<file path="src/rtl/tfifo_pkg.sv">
package tfifo_pkg;
  localparam int DW = 32;

  // control register bit positions, decoded by the register block
  localparam int B_CTL = 30;
  localparam int B_EOF = 29;
  localparam int B_TMR = 28;
  localparam int B_FRM = 27;

  // alarm configuration field positions
  localparam int LVL_LSB  = 0;
  localparam int GRAN_LSB = 8;

  typedef enum logic [1:0] {
    A_CTRL  = 2'd0,
    A_ALARM = 2'd1,
    A_DATA  = 2'd2,
    A_CLEAR = 2'd3
  } reg_addr_e;

  typedef struct packed {
    logic          ctl;
    logic          eof;
    logic [DW-1:0] data;
  } fifo_word_t;
endpackage

</file>
<file path="src/rtl/tfifo_regs.sv">
module tfifo_regs
  import tfifo_pkg::*;
#(
  parameter int CNT_W     = 7,
  parameter int GRAN_W    = 3,
  parameter int TMR_W     = 16,
  parameter int DEF_LEVEL = 16
) (
  input  logic              clk,
  input  logic              rst_n,
  input  logic              wr_valid,
  input  logic [1:0]        wr_addr,
  input  logic [DW-1:0]     wr_data,
  output logic              push,
  output fifo_word_t        push_word,
  output logic              frm_en,
  output logic              tmr_en,
  output logic [TMR_W-1:0]  tmr_period,
  output logic [CNT_W-1:0]  alarm_level,
  output logic [GRAN_W-1:0] gran,
  output logic              clr_ovf,
  output logic              clr_unf
);
  logic              ctl_tag_q, ctl_tag_d;
  logic              eof_tag_q, eof_tag_d;
  logic              frm_q, frm_d;
  logic              tmr_q, tmr_d;
  logic [TMR_W-1:0]  per_q, per_d;
  logic [CNT_W-1:0]  lvl_q, lvl_d;
  logic [GRAN_W-1:0] gran_q, gran_d;
  logic              wr_ctrl, wr_alarm, wr_clear;
  logic              unused_parity;

  assign unused_parity = ^wr_data;

  always_comb begin
    wr_ctrl  = wr_valid && (wr_addr == A_CTRL);
    wr_alarm = wr_valid && (wr_addr == A_ALARM);
    push     = wr_valid && (wr_addr == A_DATA);
    wr_clear = wr_valid && (wr_addr == A_CLEAR);
  end

  always_comb begin
    ctl_tag_d = ctl_tag_q;
    eof_tag_d = eof_tag_q;
    frm_d     = frm_q;
    tmr_d     = tmr_q;
    per_d     = per_q;
    lvl_d     = lvl_q;
    gran_d    = gran_q;
    if (wr_ctrl) begin
      ctl_tag_d = wr_data[B_CTL];
      eof_tag_d = wr_data[B_EOF] & wr_data[B_FRM];
      frm_d     = wr_data[B_FRM];
      tmr_d     = wr_data[B_TMR];
      per_d     = wr_data[TMR_W-1:0];
    end
    if (wr_alarm) begin
      lvl_d  = wr_data[LVL_LSB +: CNT_W];
      gran_d = wr_data[GRAN_LSB +: GRAN_W];
    end
    if (push) begin
      ctl_tag_d = 1'b0;
      eof_tag_d = 1'b0;
    end
  end

  always_ff @(posedge clk or negedge rst_n) begin
    if (!rst_n) begin
      ctl_tag_q <= 1'b0;
      eof_tag_q <= 1'b0;
      frm_q     <= 1'b0;
      tmr_q     <= 1'b0;
      per_q     <= '0;
      lvl_q     <= CNT_W'(DEF_LEVEL);
      gran_q    <= '0;
    end else begin
      ctl_tag_q <= ctl_tag_d;
      eof_tag_q <= eof_tag_d;
      frm_q     <= frm_d;
      tmr_q     <= tmr_d;
      per_q     <= per_d;
      lvl_q     <= lvl_d;
      gran_q    <= gran_d;
    end
  end

  always_comb begin
    push_word.ctl  = ctl_tag_q;
    push_word.eof  = eof_tag_q;
    push_word.data = wr_data;
    frm_en      = frm_q;
    tmr_en      = tmr_q;
    tmr_period  = per_q;
    alarm_level = lvl_q;
    gran        = gran_q;
    clr_ovf     = wr_clear & wr_data[0];
    clr_unf     = wr_clear & wr_data[1];
  end

  // a data write consumes the one-shot control tag
  p_ctl_selfclear_r2: assert property (@(posedge clk) disable iff (!rst_n)
    push |=> !ctl_tag_q);
  // an armed end-of-frame tag only exists in frame mode
  p_eof_needs_frm_r3: assert property (@(posedge clk) disable iff (!rst_n)
    eof_tag_q |-> frm_q);
endmodule

</file>
<file path="src/rtl/tfifo_store.sv">
module tfifo_store
  import tfifo_pkg::*;
#(
  parameter int DEPTH = 64,
  parameter int CNT_W = $clog2(DEPTH) + 1
) (
  input  logic             clk,
  input  logic             rst_n,
  input  logic             push,
  input  fifo_word_t       push_word,
  input  logic             pop,
  input  logic             clr_ovf,
  input  logic             clr_unf,
  output fifo_word_t       head,
  output logic [CNT_W-1:0] fill,
  output logic             empty,
  output logic             push_ok,
  output logic             pop_ok,
  output logic             ovf,
  output logic             unf
);
  localparam int PTR_W = $clog2(DEPTH);

  fifo_word_t       mem [DEPTH];
  logic [PTR_W-1:0] wr_ptr_q, wr_ptr_d, rd_ptr_q, rd_ptr_d;
  logic [CNT_W-1:0] fill_q, fill_d;
  logic             ovf_q, ovf_d, unf_q, unf_d;
  logic             full;

  function automatic logic [PTR_W-1:0] ptr_inc(input logic [PTR_W-1:0] p);
    return (p == PTR_W'(DEPTH - 1)) ? '0 : p + 1'b1;
  endfunction

  always_comb begin
    full    = (fill_q == CNT_W'(DEPTH));
    empty   = (fill_q == '0);
    push_ok = push && !full;
    pop_ok  = pop && !empty;
    wr_ptr_d = push_ok ? ptr_inc(wr_ptr_q) : wr_ptr_q;
    rd_ptr_d = pop_ok  ? ptr_inc(rd_ptr_q) : rd_ptr_q;
    fill_d   = fill_q + CNT_W'(push_ok) - CNT_W'(pop_ok);
    ovf_d    = (ovf_q & ~clr_ovf) | (push & full);
    unf_d    = (unf_q & ~clr_unf) | (pop & empty);
  end

  always_ff @(posedge clk) begin
    if (push_ok) begin
      mem[wr_ptr_q] <= push_word;
    end
  end

  always_ff @(posedge clk or negedge rst_n) begin
    if (!rst_n) begin
      wr_ptr_q <= '0;
      rd_ptr_q <= '0;
      fill_q   <= '0;
      ovf_q    <= 1'b0;
      unf_q    <= 1'b0;
    end else begin
      wr_ptr_q <= wr_ptr_d;
      rd_ptr_q <= rd_ptr_d;
      fill_q   <= fill_d;
      ovf_q    <= ovf_d;
      unf_q    <= unf_d;
    end
  end

  assign head = mem[rd_ptr_q];
  assign fill = fill_q;
  assign ovf  = ovf_q;
  assign unf  = unf_q;

  // occupancy never exceeds the depth
  p_no_overflow_r5: assert property (@(posedge clk) disable iff (!rst_n)
    fill_q <= CNT_W'(DEPTH));
  // a write into a full store is dropped and flagged
  p_drop_full_r5: assert property (@(posedge clk) disable iff (!rst_n)
    (push && full && !pop) |=> ($stable(fill_q) && ovf_q));
  // a pop from an empty store is flagged and changes nothing
  p_underflow_r6: assert property (@(posedge clk) disable iff (!rst_n)
    (pop && empty && !push) |=> (unf_q && fill_q == '0));
endmodule

</file>
<file path="src/rtl/tfifo_frame.sv">
module tfifo_frame #(
  parameter int CNT_W   = 7,
  parameter int TMR_W   = 16,
  parameter int TICK_SH = 6
) (
  input  logic             clk,
  input  logic             rst_n,
  input  logic             push_ok,
  input  logic             push_eof,
  input  logic             pop_ok,
  input  logic             head_eof,
  input  logic             access,
  input  logic             frm_en,
  input  logic             tmr_en,
  input  logic [TMR_W-1:0] period,
  input  logic [CNT_W-1:0] fill,
  output logic [CNT_W-1:0] frame_count,
  output logic             frame_ready,
  output logic             frame_req
);
  localparam int TW = TMR_W + TICK_SH;

  logic [CNT_W-1:0] frm_q, frm_d;
  logic [TW-1:0]    tmr_q, tmr_d, limit;
  logic             pulse_q, pulse_d;
  logic             active;

  always_comb begin
    frm_d = frm_q + CNT_W'(push_ok & push_eof) - CNT_W'(pop_ok & head_eof);
  end

  always_comb begin
    active  = frm_en & tmr_en;
    limit   = {period, {TICK_SH{1'b0}}};
    tmr_d   = tmr_q;
    pulse_d = 1'b0;
    if (!active || access || period == '0) begin
      tmr_d = '0;
    end else if (tmr_q == limit - 1'b1) begin
      tmr_d   = '0;
      pulse_d = (frm_q != '0);
    end else begin
      tmr_d = tmr_q + 1'b1;
    end
  end

  always_ff @(posedge clk or negedge rst_n) begin
    if (!rst_n) begin
      frm_q   <= '0;
      tmr_q   <= '0;
      pulse_q <= 1'b0;
    end else begin
      frm_q   <= frm_d;
      tmr_q   <= tmr_d;
      pulse_q <= pulse_d;
    end
  end

  assign frame_count = frm_q;
  assign frame_ready = frm_en && (frm_q != '0);
  assign frame_req   = active ? pulse_q : frame_ready;

  // complete frames never outnumber held words
  p_frames_fit_r4: assert property (@(posedge clk) disable iff (!rst_n)
    frm_q <= fill);
  // the timed request lasts a single cycle
  p_req_pulse_r9: assert property (@(posedge clk) disable iff (!rst_n)
    pulse_q |=> !pulse_q);
  // a timed request needs a held frame
  p_req_has_frame_r9: assert property (@(posedge clk) disable iff (!rst_n)
    pulse_q |-> ($past(frm_q) != '0));
endmodule

</file>
<file path="src/rtl/tfifo_alarm.sv">
module tfifo_alarm #(
  parameter int DEPTH  = 64,
  parameter int CNT_W  = 7,
  parameter int GRAN_W = 3
) (
  input  logic              clk,
  input  logic              rst_n,
  input  logic [CNT_W-1:0]  fill,
  input  logic [CNT_W-1:0]  level,
  input  logic [GRAN_W-1:0] gran,
  input  logic              frm_en,
  output logic              alarm
);
  localparam int MW = CNT_W + GRAN_W + 2;

  logic [MW-1:0] free_w, lvl_w, g4_w, clr_pt;
  logic          borrow, reach, below;
  logic          alarm_q, alarm_d;

  always_comb begin
    free_w = MW'(DEPTH) - MW'(fill);
    lvl_w  = MW'(level);
    g4_w   = MW'({gran, 2'b00});
    borrow = lvl_w < g4_w;
    clr_pt = lvl_w - g4_w;
    reach  = free_w >= lvl_w;
    below  = !borrow && (free_w < clr_pt);
    if (frm_en)        alarm_d = reach;
    else if (!alarm_q) alarm_d = reach;
    else               alarm_d = !below;
  end

  always_ff @(posedge clk or negedge rst_n) begin
    if (!rst_n) alarm_q <= 1'b0;
    else        alarm_q <= alarm_d;
  end

  assign alarm = alarm_q;

  // reaching the level always raises the alarm next cycle
  p_alarm_raise_r7: assert property (@(posedge clk) disable iff (!rst_n)
    (free_w >= lvl_w) |=> alarm_q);
  // frame mode drops the alarm as soon as space is short
  p_frame_no_hyst_r8: assert property (@(posedge clk) disable iff (!rst_n)
    (frm_en && free_w < lvl_w) |=> !alarm_q);
endmodule

</file>
<file path="src/rtl/tagged_tx_fifo.sv">
module tagged_tx_fifo
  import tfifo_pkg::*;
#(
  parameter int DEPTH     = 64,
  parameter int GRAN_W    = 3,
  parameter int TMR_W     = 16,
  parameter int TICK_SH   = 6,
  parameter int DEF_LEVEL = 16
) (
  input  logic                     clk,
  input  logic                     rst_n,
  input  logic                     wr_valid,
  input  logic [1:0]               wr_addr,
  input  logic [31:0]              wr_data,
  input  logic                     pop,
  output logic [31:0]              pop_data,
  output logic                     pop_ctl,
  output logic                     pop_eof,
  output logic                     empty,
  output logic [$clog2(DEPTH):0]   fill,
  output logic [$clog2(DEPTH):0]   frame_count,
  output logic                     frame_ready,
  output logic                     frame_req,
  output logic                     alarm,
  output logic                     overflow,
  output logic                     underflow
);
  localparam int CNT_W = $clog2(DEPTH) + 1;

  fifo_word_t        push_word, head;
  logic              push, push_ok, pop_ok;
  logic              frm_en, tmr_en, clr_ovf, clr_unf;
  logic [TMR_W-1:0]  tmr_period;
  logic [CNT_W-1:0]  alarm_level, fill_w;
  logic [GRAN_W-1:0] gran;

  tfifo_regs #(
    .CNT_W(CNT_W), .GRAN_W(GRAN_W), .TMR_W(TMR_W), .DEF_LEVEL(DEF_LEVEL)
  ) u_regs (
    .clk(clk), .rst_n(rst_n), .wr_valid(wr_valid), .wr_addr(wr_addr),
    .wr_data(wr_data), .push(push), .push_word(push_word), .frm_en(frm_en),
    .tmr_en(tmr_en), .tmr_period(tmr_period), .alarm_level(alarm_level),
    .gran(gran), .clr_ovf(clr_ovf), .clr_unf(clr_unf)
  );

  tfifo_store #(.DEPTH(DEPTH), .CNT_W(CNT_W)) u_store (
    .clk(clk), .rst_n(rst_n), .push(push), .push_word(push_word), .pop(pop),
    .clr_ovf(clr_ovf), .clr_unf(clr_unf), .head(head), .fill(fill_w),
    .empty(empty), .push_ok(push_ok), .pop_ok(pop_ok), .ovf(overflow),
    .unf(underflow)
  );

  tfifo_frame #(.CNT_W(CNT_W), .TMR_W(TMR_W), .TICK_SH(TICK_SH)) u_frame (
    .clk(clk), .rst_n(rst_n), .push_ok(push_ok), .push_eof(push_word.eof),
    .pop_ok(pop_ok), .head_eof(head.eof), .access(push | pop_ok),
    .frm_en(frm_en), .tmr_en(tmr_en), .period(tmr_period), .fill(fill_w),
    .frame_count(frame_count), .frame_ready(frame_ready), .frame_req(frame_req)
  );

  tfifo_alarm #(.DEPTH(DEPTH), .CNT_W(CNT_W), .GRAN_W(GRAN_W)) u_alarm (
    .clk(clk), .rst_n(rst_n), .fill(fill_w), .level(alarm_level), .gran(gran),
    .frm_en(frm_en), .alarm(alarm)
  );

  assign fill     = fill_w;
  assign pop_data = head.data;
  assign pop_ctl  = head.ctl;
  assign pop_eof  = head.eof;
endmodule

</file>
<file path="config.mk">
export PLATFORM = sky130hd
export DESIGN_NAME = tagged_tx_fifo
export DESIGN_NICKNAME = d
export VERILOG_FILES = /design/src/rtl/tfifo_pkg.sv /design/src/rtl/tfifo_regs.sv /design/src/rtl/tfifo_store.sv /design/src/rtl/tfifo_frame.sv /design/src/rtl/tfifo_alarm.sv /design/src/rtl/tagged_tx_fifo.sv
export SDC_FILE = /design/constraint.sdc
export NUM_CORES = 2
export LEC_CHECK = 0
export ABC_CLOCK_PERIOD_IN_PS = 3900
export BUFFER_PORTS_ARGS = -buffer_cell sky130_fd_sc_hd__buf_2
export CELL_PAD_IN_SITES_DETAIL_PLACEMENT = 0
export CELL_PAD_IN_SITES_GLOBAL_PLACEMENT = 2
export CORE_MARGIN = 8
export CORE_UTILIZATION = 30
export CTS_BUF_LIST = sky130_fd_sc_hd__clkbuf_16
export DETAILED_ROUTE_END_ITERATION = 8
export GPL_ROUTABILITY_DRIVEN = 0
export PLACE_DENSITY = 0.53
export SKIP_CTS_REPAIR_TIMING = 1
export SYNTH_ARGS = -nofsm -noshare
export SYNTH_HDL_FRONTEND = slang
export SYNTH_SLANG_ARGS = --single-unit
</file>
<file path="constraint.sdc">
create_clock -name clk -period 3.9 [get_ports clk]
set_input_delay 0.585 -clock clk [delete_from_list [all_inputs] [get_ports clk]]
set_output_delay 0.585 -clock clk [all_outputs]
set_load 0.05 [all_outputs]
</file>
* Word level (Yosys, flattened, before mapping)
Memories as Yosys holds them, arrays and structs flattened.
Cells that the tools add are included.
** Operators by class
- Equal/unequal tests :: 7
- Bitwise operators :: 15
- Add/subtract/negate cells :: 10
- Mux-type cells :: 15
- Order comparisons :: 3
- Reductions and logical operators :: 20
** Operator list (number)
- 2-to-1 mux 22 bit :: 2
- adder 22 x 1 -> 22 bit (second input constant) :: 1
- == test 22 bit :: 1
- subtractor 22 x 1 -> 22 bit (second input constant) :: 1
- logical NOT 16 bit :: 1
- adder 6 x 1 -> 6 bit (second input constant) :: 2
- == test 6 bit (second input constant) :: 2
- >= comparator 12 x 7 -> 1 bit :: 1
- less-than comparator 12 bit :: 1
- 2-to-1 mux 6 bit :: 2
- 2-to-1 mux 1 bit :: 11
- bitwise AND 1 bit :: 10
- logical AND 1 bit :: 8
- subtractor 7 x 5 -> 8 bit :: 1
- subtractor 7 x 7 -> 8 bit (first input constant) :: 1
- adder 7 x 1 -> 7 bit :: 1
- adder 7 bit :: 1
- == test 7 bit (second input constant) :: 1
- logical NOT 7 bit :: 1
- less-than comparator 7 x 5 -> 1 bit :: 1
- nonzero test 7 bit :: 1
- subtractor 7 x 1 -> 7 bit :: 1
- subtractor 7 bit :: 1
- logical NOT 1 bit :: 5
- 7 further kinds :: 12
** Storage, ports and cells
- Memories kept :: 1
- Output and inout port bits :: 54
- Memory bits (writable) :: 2176
- Register bits :: 82
- Word-level logic and storage cells :: 87
- Bits of input ports :: 38
** Memories
- u_store.mem :: depth 64, width 34, rd ports 1, clocked after memory_dff 0, write ports 1, line tfifo_store.sv:24 : fifo_word_t mem [DEPTH];

* Logic depth before layout (Yosys ltp)
- Depth after elaboration :: 7
- Depth in mapped cells :: 21
- Depth with buffers taken out :: 19

* By module
Synthesis repeated with hierarchy kept, for this count alone.
** Unflattened totals
- Cell total of the unflattened synthesis :: 4294
- Area total of the unflattened synthesis :: 88924.0 sq um
** Modules (own cells, without submodules)
- tfifo_store :: cells each 3857, times used 1, area an instance 84597.4 sq um, seq. area each 65868.2 sq um
- tfifo_frame :: cells each 256, times used 1, area an instance 2212.1 sq um, seq. area each 750.7 sq um
- tfifo_regs :: cells each 105, times used 1, area an instance 1475.2 sq um, seq. area each 752.0 sq um
- tfifo_alarm :: cells each 75, times used 1, area an instance 633.1 sq um, seq. area each 25.0 sq um
- tagged_tx_fifo :: cells each 1, times used 1, area an instance 6.3 sq um, seq. area each 0.0 sq um

* Worst setup path after synthesis
OpenSTA, ideal clock, no wires.
- Path kind :: register to register
- Start point :: register u_store.rd_ptr_q[5]
- End point :: register u_frame.frm_q[6] (netlist: u_frame.frame_count[6])
- Setup time :: 0.126 ns
- Cell stages (with the launch flop) :: 20
- Arrival :: 4.380 ns
- Clock period less this slack :: 4.505 ns
- Path buffers :: 4
- Path slack :: -0.605 ns
- Cells stage by stage :: dfrtp_1 > buf_2 > clkbuf_1 > buf_2 > clkbuf_1 > o21ai_0 > o21ai_0 > and2_1 > ha_1 > inv_1 > ha_1 > inv_1 > fa_1 > inv_1 > a21oi_1 > nor2_1 > o21ai_0 > a21oi_1 > nor2_1 > xnor2_1
** On the way
- Word-level cells in the longest chain between the ends :: 3
** RTL lines
- start, declared :: line tfifo_store.sv:25 : logic [PTR_W-1:0] wr_ptr_q, wr_ptr_d, rd_ptr_q, rd_ptr_d;
- start signal, assigned :: line tfifo_store.sv:61 : rd_ptr_q <= rd_ptr_d;
- memory read (64 x 34 bit)
- named net pop_eof :: line tagged_tx_fifo.sv:18 : output logic pop_eof,
- bitwise AND 1 bit :: line tfifo_frame.sv:29 : frm_d = frm_q + CNT_W'(push_ok & push_eof) - CNT_W'(pop_ok & head_eof);
- subtractor 7 bit :: line tfifo_frame.sv:29
- named net u_frame.frm_d[6] :: line tfifo_frame.sv:23 : logic [CNT_W-1:0] frm_q, frm_d;
- end signal, assigned :: line tfifo_frame.sv:53 : frm_q <= frm_d;
- end, declared :: line tfifo_frame.sv:23
The timed path passes the listed nets, and every way through them passes these cells.
A chain may end at the register's enable or synchronous reset.

* Worst setup path in the final report
- Start point :: register u_store.rd_ptr_q[0]
- End point :: output pop_data[3]
** On the way
- Word-level cells in the longest chain between the ends :: 1
** RTL lines
- memory read (64 x 34 bit)
- end, declared :: line tagged_tx_fifo.sv:16 : output logic [31:0] pop_data,
Every way passes these cells.

==> impl_metrics.yaml <==
layout:
  nNetsFinal: 4569
  regArea_um2: 67400
  fin_util_pct: 36.6
  nFillCells: 26800
  syn2layout_area_growth_pct: 21.2
  final_layout_size_suffix_gt1_share_pct: 35.6
  multi_input_area_um2: 20500
drt:
  ant_nets: 0
  drtPass1Iterations: 5
  drc_errors: 0
  routed_wl_mm: 282
  dr_total_vias: 43800
  wl_per_cell_um: 32.8
  post_drt_via_cell_ratio: 5.09
  drt_iter0_drc: 4513
global_routing:
  grt_pass1_wl_mm: 371
  grt_max_degree: 121
  grt.overflow.total: 0
  track_usage_pct: 17.1
  grt_pass1_vias: 44800
  antenna_found_initial: 26
logic_synthesis:
  ys_seq_area_share_pct: 76.7
  ys_types: 63
  syn_inst: 3925
  async_flop_share_pct: 3.63
  synth-edff-count: 2176
  syn_nets: 4010
  synth_warnings: 0
  synthFlopType: "edfxtp_1"
  ys_ff_latch: 2258
  synth_area_leader_cell: "edfxtp_1"
  syn_area_um2: 87900
  synth.area.top_cells: "edfxtp_1 (74%), mux4_2 (16%), dfrtp_1 (2.3%)"
  avgSynthCellArea_um2: 22.4
  synth.top_cell.area_share_pct: 74.3
cts:
  htreeDepth: 4
  cts_buffer_depth: 4
  insertion_delay_ns: 0.95
  root_buffer: "clkbuf_16"
  cts_made_buffers: 249
  clk_pin_slew_ns: 0.06
  cts_sinks: 2258
  cts_tree: "built"
worst_hold_path:
  hold_path.class: "in2reg"
  hold_end: "u_store.mem[34][6]$_DFFE_PP_"
  hold_depth: 1
  min_from: "wr_data[6]"
worst_setup_path:
  arrival_ns: 3.73
  reg2reg_from: "u_store.rd_ptr_q[0]$_DFFE_PN0P_"
  cp_slowest_stage_delay_ns: 0.52
  cp.required_ns: 3.31
  crit_fanout: 7
  rr_endpoint: "u_frame.frame_count[6]$_DFF_PN0_"
  critPathCaptureType: "primary output"
  cp_slowest_cell: "mux4_2"
  cp-start-kind: "flop"
  reg2reg_depth: 20
  crit_type: "reg2out"
  r2r_setup_slack_ns: -0.33
  path_cells: "buf_12 > clkbuf_16 > buf_12 > clkbuf_16 > mux4_2 > mux4_2 > o22ai_1 > nor2_1 > buf_4 > buf_4"
timing:
  rsz0062_at_grt: "true"
  final.setup.worst_slack_ns: -0.417
  drv_slew: 0
  setup-tns-final_ns: -11.24
  fmax_mhz: 232
  skew_ns: 0.110
  finalSetupViolCount: 37
  relSlewSlack_pct: 16.5
  hold_violations: 0
  tightestPinTransition_ns: 1.25
  period_share_pct: 111
  fin_crit_ns: 4.32
place:
  io_buffers: 91
  dp_hpwl_mm: 157
floorplan:
  dieWidth_um: 557
  core_um2: 291000
  die_h_um: 557
  boundaryPins: 92
  start_util_pct: 30.2
  fp-row-count: 198
  die-area_um2: 311000
flow_run:
  maxCapViolations: 0
pwr:
  ir_drop_uv: 746
  p_leak_nw: 33.8
  powerDensity_nw_per_um2: 672
status:
  violations: "negative setup slack"
  status: "finished with violations"
[state kept, by name, summed over array words and instances (netlist names)]
name	cells
u_store.mem	2176
u_frame.tmr_q	22
u_regs.tmr_period	16
u_frame.frame_count	7
u_regs.alarm_level	7
u_store.fill	7
u_store.rd_ptr_q	6
u_store.wr_ptr_q	6
u_regs.gran	3
u_alarm.alarm	1
u_frame.pulse_q	1
u_regs.ctl_tag_q	1
u_regs.eof_tag_q	1
u_regs.frm_en	1
u_regs.tmr_en	1
u_store.ovf	1
u_store.unf	1
[cell families after synthesis]
group                    synth area share [%]
flip-flops                               76.7
adder cells (fa/ha/maj)                 0.694
AO/OA/AOI/OAI                            1.77
buffers and inverters                    1.21
AND/OR/NAND/NOR                          1.91
XOR/XNOR                                0.638
multiplexers                             17.1
[cell usage in the layout, fill, tap and decap left out, types with 11 or more instances in the layout]
| master | n |
|---|---|
| buf_4 | 275 |
| bufinv_16 | 22 |
| nand4_1 | 11 |
| a22oi_1 | 11 |
| clkinv_2 | 47 |
| o21ai_0 | 21 |
| mux2i_1 | 91 |
| buf_16 | 22 |
| nand2_1 | 47 |
| nor2_1 | 62 |
| nor2b_1 | 42 |
| buf_12 | 68 |
| nand3_1 | 24 |
| nand2b_1 | 15 |
| buf_2 | 60 |
| buf_8 | 12 |
| a211oi_1 | 27 |
| mux2_2 | 33 |
| inv_1 | 81 |
| mux4_2 | 609 |
| a211oi_2 | 23 |
| nor2_4 | 73 |
| clkinv_1 | 74 |
| xor2_1 | 21 |
| clkbuf_16 | 283 |
| ha_1 | 44 |
| buf_6 | 31 |
| xnor2_1 | 43 |
| clkinvlp_4 | 11 |
| a21oi_1 | 53 |
| edfxtp_1 | 2176 |
| dfrtp_1 | 73 |
[layout make-up]
cell class              count  area share [%]
clock inverters           209            1.51
diodes                      8          0.0188
clock buffers             249            5.85
multi-input cells        1426            19.2
flip-flops and latches   2258            63.3
repair buffers            507            5.40
well taps                3900            4.58
inverters                  42           0.148
[per-stage QoR]
stage	hold slack (ns)	power [mW]	setup slack, ns	cell area [um^2]	instances
finish	0.0821	71.6	-0.417	107000	8599
global route	0.0521	74.2	-0.514	107000	8592
CTS	-0.283	69.4	-1.62	104000	8476
detailed placement	0.475	46.6	-0.632	95800	8018
global placement	0.482	46.6	-0.571	95800	8018
floorplan	0.289	39.4	-0.267	87900	3925
[worst max-delay path: cells and delay by family (launching register included)]
kind,cells,cell delay (ns)
buf+inv,6,1.07
mux,2,1.01
flops,1,0.44
compound gates,1,0.19
simple gates,1,0.08
[metal layers]
layer | GRT usage (%) | vias up | routed length, um
li1 | - | 17800 | -
met1 | 23.2 | 24300 | 122000
met2 | 28.3 | 1339 | 137000
met3 | 3.04 | 393 | 15400
met4 | 4.67 | 8 | 7980
met5 | 0.0457 | - | 49
[synthesized netlist by cell type, drive strengths merged, types with 5 or more instances]
cell type  instances
nor2             140
and3               5
a21o               5
o221a              7
nor3              11
mux4             609
ha                44
xnor2             43
inv               41
xor2              21
mux2i             96
a22oi             15
nor4               7
nand3             24
nor2b             46
a211oi            51
nand3b             8
nand2b            15
and2               6
o21ai             28
mux2              33
buf              129
dfrtp             81
a22o              10
o22ai             24
clkbuf            70
nand4             11
edfxtp          2176
a21oi             61
nand2             53
a31oi             10
[where the power goes]
group / switching, mW / internal [mW] / total (mW)
clock network: 9.74 / 13.0 / 22.7
logic: 12.3 / 9.24 / 21.6
registers: 0.335 / 27.0 / 27.3
total: 22.4 / 49.2 / 71.6
[how the worst max path moves through the flow]
stage / from / to / slack [ns] / cells after the start
after floorplan: u_store.fill[1]$_DFF_PN0_ / u_store.mem[59][0]$_DFFE_PP_ / -0.27 / 9
after global placement: u_store.rd_ptr_q[0]$_DFFE_PN0P_ / pop_data[27] / -0.57 / 8
after detailed placement: u_store.rd_ptr_q[0]$_DFFE_PN0P_ / pop_data[27] / -0.63 / 8
after CTS: u_store.rd_ptr_q[0]$_DFFE_PN0P_ / pop_data[27] / -1.62 / 8
after global routing: u_store.rd_ptr_q[0]$_DFFE_PN0P_ / pop_data[25] / -0.51 / 9
final: u_store.rd_ptr_q[0]$_DFFE_PN0P_ / pop_data[3] / -0.42 / 10
Note: power is estimated with default switching activity, not from simulation.
